**config.mk**
```make
export PLATFORM = sky130hd
export DESIGN_NAME = rsp_datapath
export DESIGN_NICKNAME = d
export VERILOG_FILES = /design/src/rtl/rsp_pkg.sv /design/src/rtl/rsp_regfile.sv /design/src/rtl/rsp_alu.sv /design/src/rtl/rsp_post.sv /design/src/rtl/rsp_datapath.sv
export SDC_FILE = /design/constraint.sdc
export NUM_CORES = 1
export LEC_CHECK = 0
export ABC_AREA = 0
export BUFFER_PORTS_ARGS = -buffer_cell sky130_fd_sc_hd__buf_2
export CAP_MARGIN = 10
export CORE_MARGIN = 2
export CORE_UTILIZATION = 45
export CTS_CLUSTER_DIAMETER = 150
export CTS_CLUSTER_SIZE = 28
export DETAILED_ROUTE_END_ITERATION = 12
export GPL_TIMING_DRIVEN = 0
export SLEW_MARGIN = 20
export SYNTH_ARGS = -nofsm -noshare
export SYNTH_HDL_FRONTEND = slang
export SYNTH_SLANG_ARGS = --single-unit
```
**constraint.sdc**
```tcl
create_clock -name clk -period 7 [get_ports clk]
set_input_delay 0.7 -clock clk [delete_from_list [all_inputs] [get_ports clk]]
set_output_delay 0.7 -clock clk [all_outputs]
set_load 0.005 [all_outputs]
```
**src/rtl/rsp_pkg.sv**
```systemverilog
package rsp_pkg;
  typedef enum logic [2:0] {
    ALU_ADD, ALU_SUB, ALU_AND, ALU_OR, ALU_XOR, ALU_PR, ALU_PS, ALU_INC
  } alu_op_e;

  typedef enum logic [2:0] {
    PO_PASS, PO_SHL, PO_SHR, PO_SWAP, PO_SWAP_CU, PO_SWAP_CL, PO_DEC, PO_RSV
  } post_op_e;
endpackage

```
**src/rtl/rsp_regfile.sv**
```systemverilog
module rsp_regfile #(
  parameter int W    = 16,
  parameter int NREG = 8,
  localparam int AW  = $clog2(NREG)
) (
  input  logic          clk,
  input  logic          rst_n,
  input  logic          we,
  input  logic [AW-1:0] waddr,
  input  logic [W-1:0]  wdata,
  input  logic [AW-1:0] raddr_a,
  input  logic [AW-1:0] raddr_b,
  output logic [W-1:0]  rdata_a,
  output logic [W-1:0]  rdata_b
);
  logic [W-1:0] mem [NREG];

  for (genvar g = 0; g < NREG; g++) begin : g_reg
    always_ff @(posedge clk) begin
      if (!rst_n)                                  mem[g] <= '0;
      else if (we && (waddr == AW'(g)))            mem[g] <= wdata;
    end
  end

  assign rdata_a = mem[raddr_a];
  assign rdata_b = mem[raddr_b];
endmodule

```
**src/rtl/rsp_alu.sv**
```systemverilog
module rsp_alu
  import rsp_pkg::*;
#(
  parameter int W   = 16,
  localparam int NN = W / 4
) (
  input  logic [W-1:0]  r,
  input  logic [W-1:0]  s,
  input  alu_op_e       op,
  output logic [W-1:0]  res,
  output logic          carry,
  output logic [NN-1:0] nib_c
);
  logic [W:0]   sum;
  logic [W-1:0] sb;
  logic         arith;

  // carry into bit k of an add is operand_a ^ operand_b ^ sum at bit k
  function automatic logic [NN-1:0] nibble_carries(logic [W-1:0] a, logic [W-1:0] b,
                                                   logic [W:0] t);
    logic [NN-1:0] nc;
    for (int i = 0; i < NN - 1; i++) nc[i] = a[4*i+4] ^ b[4*i+4] ^ t[4*i+4];
    nc[NN-1] = t[W];
    return nc;
  endfunction

  always_comb begin
    sb    = '0;
    sum   = '0;
    arith = 1'b1;
    res   = '0;
    unique case (op)
      ALU_ADD: begin sb = s;  sum = {1'b0, r} + {1'b0, sb}; end
      ALU_SUB: begin sb = ~s; sum = {1'b0, r} + {1'b0, sb} + (W+1)'(1); end
      ALU_INC: begin sb = '0; sum = {1'b0, r} + (W+1)'(1); end
      default: arith = 1'b0;
    endcase
    unique case (op)
      ALU_AND: res = r & s;
      ALU_OR:  res = r | s;
      ALU_XOR: res = r ^ s;
      ALU_PR:  res = r;
      ALU_PS:  res = s;
      default: res = sum[W-1:0];
    endcase
    carry = arith & sum[W];
    nib_c = arith ? nibble_carries(r, sb, sum) : '0;
  end
endmodule

```
**src/rtl/rsp_post.sv**
```systemverilog
module rsp_post
  import rsp_pkg::*;
#(
  parameter int W   = 16,
  localparam int NN = W / 4,
  localparam int H  = W / 2
) (
  input  logic [W-1:0]  a,
  input  post_op_e      op,
  input  logic [NN-1:0] nib_c,
  input  logic          carry_in,
  output logic [W-1:0]  y,
  output logic          carry_out
);
  logic [W:0] dec_v;

  // low nibble first: +6 when a digit exceeds 9 or the add carried out of it
  function automatic logic [W:0] dec_adjust(logic [W-1:0] v, logic [NN-1:0] nc);
    logic [W-1:0] o;
    logic [4:0]   n;
    logic         c;
    o = '0;
    c = 1'b0;
    for (int i = 0; i < NN; i++) begin
      n = {1'b0, v[4*i +: 4]} + {4'b0, c};
      if (n > 5'd9 || nc[i]) n = n + 5'd6;
      o[4*i +: 4] = n[3:0];
      c = n[4];
    end
    return {c, o};
  endfunction

  assign dec_v = dec_adjust(a, nib_c);

  always_comb begin
    carry_out = carry_in;
    unique case (op)
      PO_SHL:     y = {a[W-2:0], 1'b0};
      PO_SHR:     y = {1'b0, a[W-1:1]};
      PO_SWAP:    y = {a[H-1:0], a[W-1:H]};
      PO_SWAP_CU: y = {{H{1'b0}}, a[W-1:H]};
      PO_SWAP_CL: y = {a[H-1:0], {H{1'b0}}};
      PO_DEC: begin
        y         = dec_v[W-1:0];
        carry_out = carry_in | dec_v[W];
      end
      default:    y = a;
    endcase
  end
endmodule

```
**src/rtl/rsp_datapath.sv**
```systemverilog
module rsp_datapath
  import rsp_pkg::*;
#(
  parameter int W    = 16,
  parameter int NREG = 8,
  localparam int AW  = $clog2(NREG),
  localparam int NN  = W / 4
) (
  input  logic          clk,
  input  logic          rst_n,
  input  logic          cmd_valid,
  input  logic [2:0]    cmd_alu,
  input  logic [2:0]    cmd_post,
  input  logic [AW-1:0] cmd_rsel,
  input  logic [AW-1:0] cmd_ssel,
  input  logic          cmd_rfb,
  input  logic          cmd_sfb,
  input  logic          cmd_wr,
  input  logic [AW-1:0] cmd_dst,
  input  logic          ld_valid,
  input  logic [AW-1:0] ld_addr,
  input  logic [W-1:0]  ld_data,
  output logic          u_valid,
  output logic [W-1:0]  u_bus,
  output logic          carry_flag,
  output logic          zero_flag
);
  // stage-1 state: operand registers and the captured command
  logic [W-1:0]  r_q, s_q;
  logic          s1_valid, s1_wr;
  logic [AW-1:0] s1_dst;
  alu_op_e       s1_alu;
  post_op_e      s1_post;

  // named internal events
  logic [W-1:0]  rd_a, rd_b, r_in, s_in;
  logic          hit_r, hit_s, fwd_r, fwd_s;
  logic          store, rf_we;
  logic [AW-1:0] rf_waddr;
  logic [W-1:0]  rf_wdata;
  logic [W-1:0]  alu_res;
  logic          alu_c;
  logic [NN-1:0] alu_nc;

  assign store    = s1_valid & s1_wr;
  assign rf_we    = store | ld_valid;
  assign rf_waddr = store ? s1_dst : ld_addr;
  assign rf_wdata = store ? u_bus  : ld_data;

  rsp_regfile #(.W(W), .NREG(NREG)) rf_i (
    .clk, .rst_n, .we(rf_we), .waddr(rf_waddr), .wdata(rf_wdata),
    .raddr_a(cmd_rsel), .raddr_b(cmd_ssel), .rdata_a(rd_a), .rdata_b(rd_b)
  );

  assign hit_r = store && (s1_dst == cmd_rsel);
  assign hit_s = store && (s1_dst == cmd_ssel);
  assign fwd_r = cmd_rfb | hit_r;
  assign fwd_s = cmd_sfb | hit_s;
  assign r_in  = fwd_r ? u_bus : rd_a;
  assign s_in  = fwd_s ? u_bus : rd_b;

  always_ff @(posedge clk) begin
    if (!rst_n) begin
      s1_valid <= 1'b0;
      s1_wr    <= 1'b0;
      s1_dst   <= '0;
      s1_alu   <= ALU_ADD;
      s1_post  <= PO_PASS;
      r_q      <= '0;
      s_q      <= '0;
    end else begin
      s1_valid <= cmd_valid;
      if (cmd_valid) begin
        r_q     <= r_in;
        s_q     <= s_in;
        s1_wr   <= cmd_wr;
        s1_dst  <= cmd_dst;
        s1_alu  <= alu_op_e'(cmd_alu);
        s1_post <= post_op_e'(cmd_post);
      end
    end
  end

  rsp_alu #(.W(W)) alu_i (
    .r(r_q), .s(s_q), .op(s1_alu), .res(alu_res), .carry(alu_c), .nib_c(alu_nc)
  );

  rsp_post #(.W(W)) post_i (
    .a(alu_res), .op(s1_post), .nib_c(alu_nc), .carry_in(alu_c),
    .y(u_bus), .carry_out(carry_flag)
  );

  assign u_valid   = s1_valid;
  assign zero_flag = (u_bus == '0);
endmodule

```
==> results.ini <==
[status]
status=complete, but fails checks
failed_checks=setup timing

[synthesis]
yosys_warnings=0
synth_enable_flop_cells=128
ys_top_cells_by_area=edfxtp_1 28%, mux4_2 10%, ha_1 6.7%
synth_area_um2=13790
syn_nets=1586
syn_area_per_cell_um2=9.385
yosysSeqAreaShare_pct=34.12
synth_seq_cells=171
synth_cells=1469
ys_async_sr_fraction_pct=0
synth.largest_area_cell=edfxtp_1
synthFlopType=edfxtp_1
synth.distinct_cells=95
yosys.area.top_type_share_pct=27.88

[timing]
drv_slew=0
finalHoldViolCount=0
tightest_slew_ns=1.017
max_freq_ghz=0.1335
post-route-period-util_pct=107.0
fin_ws_ns=-0.4899
fin_skew_ns=0.01187
slew_headroom_pct=32.18
layout_min_cycle_time_ns=7.490
grt_setup_unrepaired=yes
setup_viol=4

[die]
coreArea_um2=30350
rows=64
die_y_um=179.0
initial_utilization_pct=45.43
floorplan.io_pins=60
dieArea_um2=32050
die_w_um=179.0

[layout]
final_cell_mix=207 x nor2_1, 128 x edfxtp_1, 99 x nand2_1
nets=1723
area_delta_synth_final_pct=18.52
stdcell_count=2016
final_common_cell=nor2_1
final_area_um2=16340
drive_gt1_share_pct=20.82

[power_and_ir_drop]
leakagePower_nw=6.232
vdd_drop_max_uv=265.6
p_per_area_nw_per_um2=218.2

[clock_network]
clock-sinks=171
cts_tree=yes
ctsLongestPathBuffers=2
htreeDepth=4
insertion_delay_ns=0.45
cts-root-buf=clkbuf_16
clkTransAtPathRegs_ns=0.07
cts_made_buffers=17

[setup_path]
path_class=reg2out
cp.arrival_ns=6.79
critPathCaptureType=primary output
cp_slowest_stage_delay_ns=0.43
critPathMaxFanout=7
critPathMostFrequentCell=ha_4
cp_slowest_cell=o221ai_4
critPathRequiredTime_ns=6.30
startpoint_type=flop

[detailed_routing]
viasPerCell=6.246
drc=0
antenna_left=0
vias=12590
route.detailed.wl_per_inst_um=23.93
firstDrtPassIters=5
drt-initial-drc-count=1339
postRouteWirelength_um=48240

[global_route]
grt.total_usage_pct=30.63
grt_pass1_wl_um=72480
grt_max_degree=17
antenna_found_initial=1
grt_pass1_vias=12100
overflow=0

[flow_run]
drv_cap=0

[worst_hold_path]
hp-class=in2reg

[place]
place_congestion=0.9492
io_buffer_count=52
dp_hpwl_um=36610
place_inst=1925
placed_area_um2=14710
place_ws_ns=-1.767

[Yosys cell counts (5+ instances only)]
cell type / count
nor2_1: 210
edfxtp_1: 128
nand2_1: 102
o21ai_0: 90
a21oi_1: 81
ha_1: 74
clkbuf_1: 70
inv_1: 69
mux2i_1: 64
mux4_2: 64
dfxtp_1: 43
nand3_1: 40
o211ai_1: 35
and2_1: 22
nor2b_1: 21
a22oi_1: 20
nand2b_1: 19
xnor2_1: 17
buf_1: 14
nor3_1: 14
o22ai_1: 14
a211oi_1: 12
a21o_1: 11
and3_1: 11
buf_2: 11
o21ai_1: 11
o21a_1: 9
or3_1: 9
a31oi_1: 8
mux2_2: 8
a21boi_1: 7
a221oi_1: 7
nand4_1: 7
o2111ai_1: 6
o221ai_1: 6
o31ai_1: 6
or4_1: 6
a21boi_0: 5
nand3b_1: 5
xor2_1: 5
[worst max-delay path: cells and delay by family (launching register included)]
| family | cells | cell delay, ns |
|---|---|---|
| adders and majority gates | 7 | 1.68 |
| and+or+nand+nor | 8 | 1.10 |
| xor gates and xnor gates | 1 | 0.18 |
| buffers and inverters | 8 | 0.92 |
| AOI/OAI and AO/OA | 8 | 1.75 |
| muxes | 1 | 0.34 |
| DFF | 1 | 0.36 |
[per-layer routing]
layer / global-route usage, % / routed length (µm)
met1: 39.33 / 19420
met2: 51.17 / 23200
met3: 3.838 / 3251
met4: 14.91 / 2367
met5: 0 / 0
[report_power, final]
group	switching, mW	internal (mW)
Clock	0.408	0.559
Combinational	0.850	0.547
Sequential	0.0531	1.15
Total	1.31	2.25
[metrics by stage]
step / utilization [%] / setup TNS (ns) / power [mW] / hold WS, ns
6_report: 53.84 / -1.533 / 3.565 / 0.5151
4_1_cts: 53.29 / -0.8629 / 3.509 / 0.5096
3_3_place_gp: 48.01 / -59.29 / 2.379 / 0.4976
2_1_floorplan: - / 0 / 2.004 / 0.4743
3_5_place_dp: 48.47 / -57.89 / 2.394 / 0.5074
5_1_grt: 53.84 / -2.234 / 3.720 / 0.5244
[registers in the layout, indices dropped and copies added, names as in the netlist]
| signal | flops |
|---|---|
| s1_wr | 1 |
| s1_post | 3 |
| s1_dst | 3 |
| rf_i.mem | 128 |
| s_q | 16 |
| u_valid | 1 |
| r_q | 16 |
| s1_alu | 3 |
[logic make-up (layout without fill, tap and decap cells)]
kind of cell	Yosys count	in the layout	synth area share, %
buf+inv	168	318	4.728
compound gates	402	402	20.03
flops	171	171	34.12
xor+xnor	23	23	1.561
mux	138	138	15.92
fa+ha+maj	76	76	7.006
other cells	0	1	0
simple gates	491	491	16.64
[area by class of cell]
| cell class | instances | area (µm²) |
|---|---|---|
| antenna | 1 | 2.502 |
| tap | 396 | 495.5 |
| clock buffer | 20 | 436.7 |
| clock inverter | 12 | 148.9 |
| sequential | 171 | 4712 |
| timing repair buffer | 120 | 840.8 |
| fill | 2833 | 14010 |
| inverter | 72 | 280.3 |
| buffer | 94 | 462.9 |
| multi-input combinational | 1130 | 8961 |
[timing repair]
action / in CTS / in global routing
resized for setup: 113 / 22
hold buffers: 0 / 0
pin swaps: 39 / 28
setup endpoints to repair: 69 / 30
buffers inserted: 48 / 12
[final timing paths]
path                             startpoint               to  slack (ns)  cells past startpoint
worst max-delay path              s1_alu[1]        zero_flag       -0.49                     33
worst min register to register      s_q[14]          s_q[14]        0.52                      2
worst max register to register    s1_alu[1]  rf_i.mem[5][13]        0.18                     34
worst min-delay path            cmd_post[2]       s1_post[2]        0.52                      3
(Power assumes the default switching activity.)
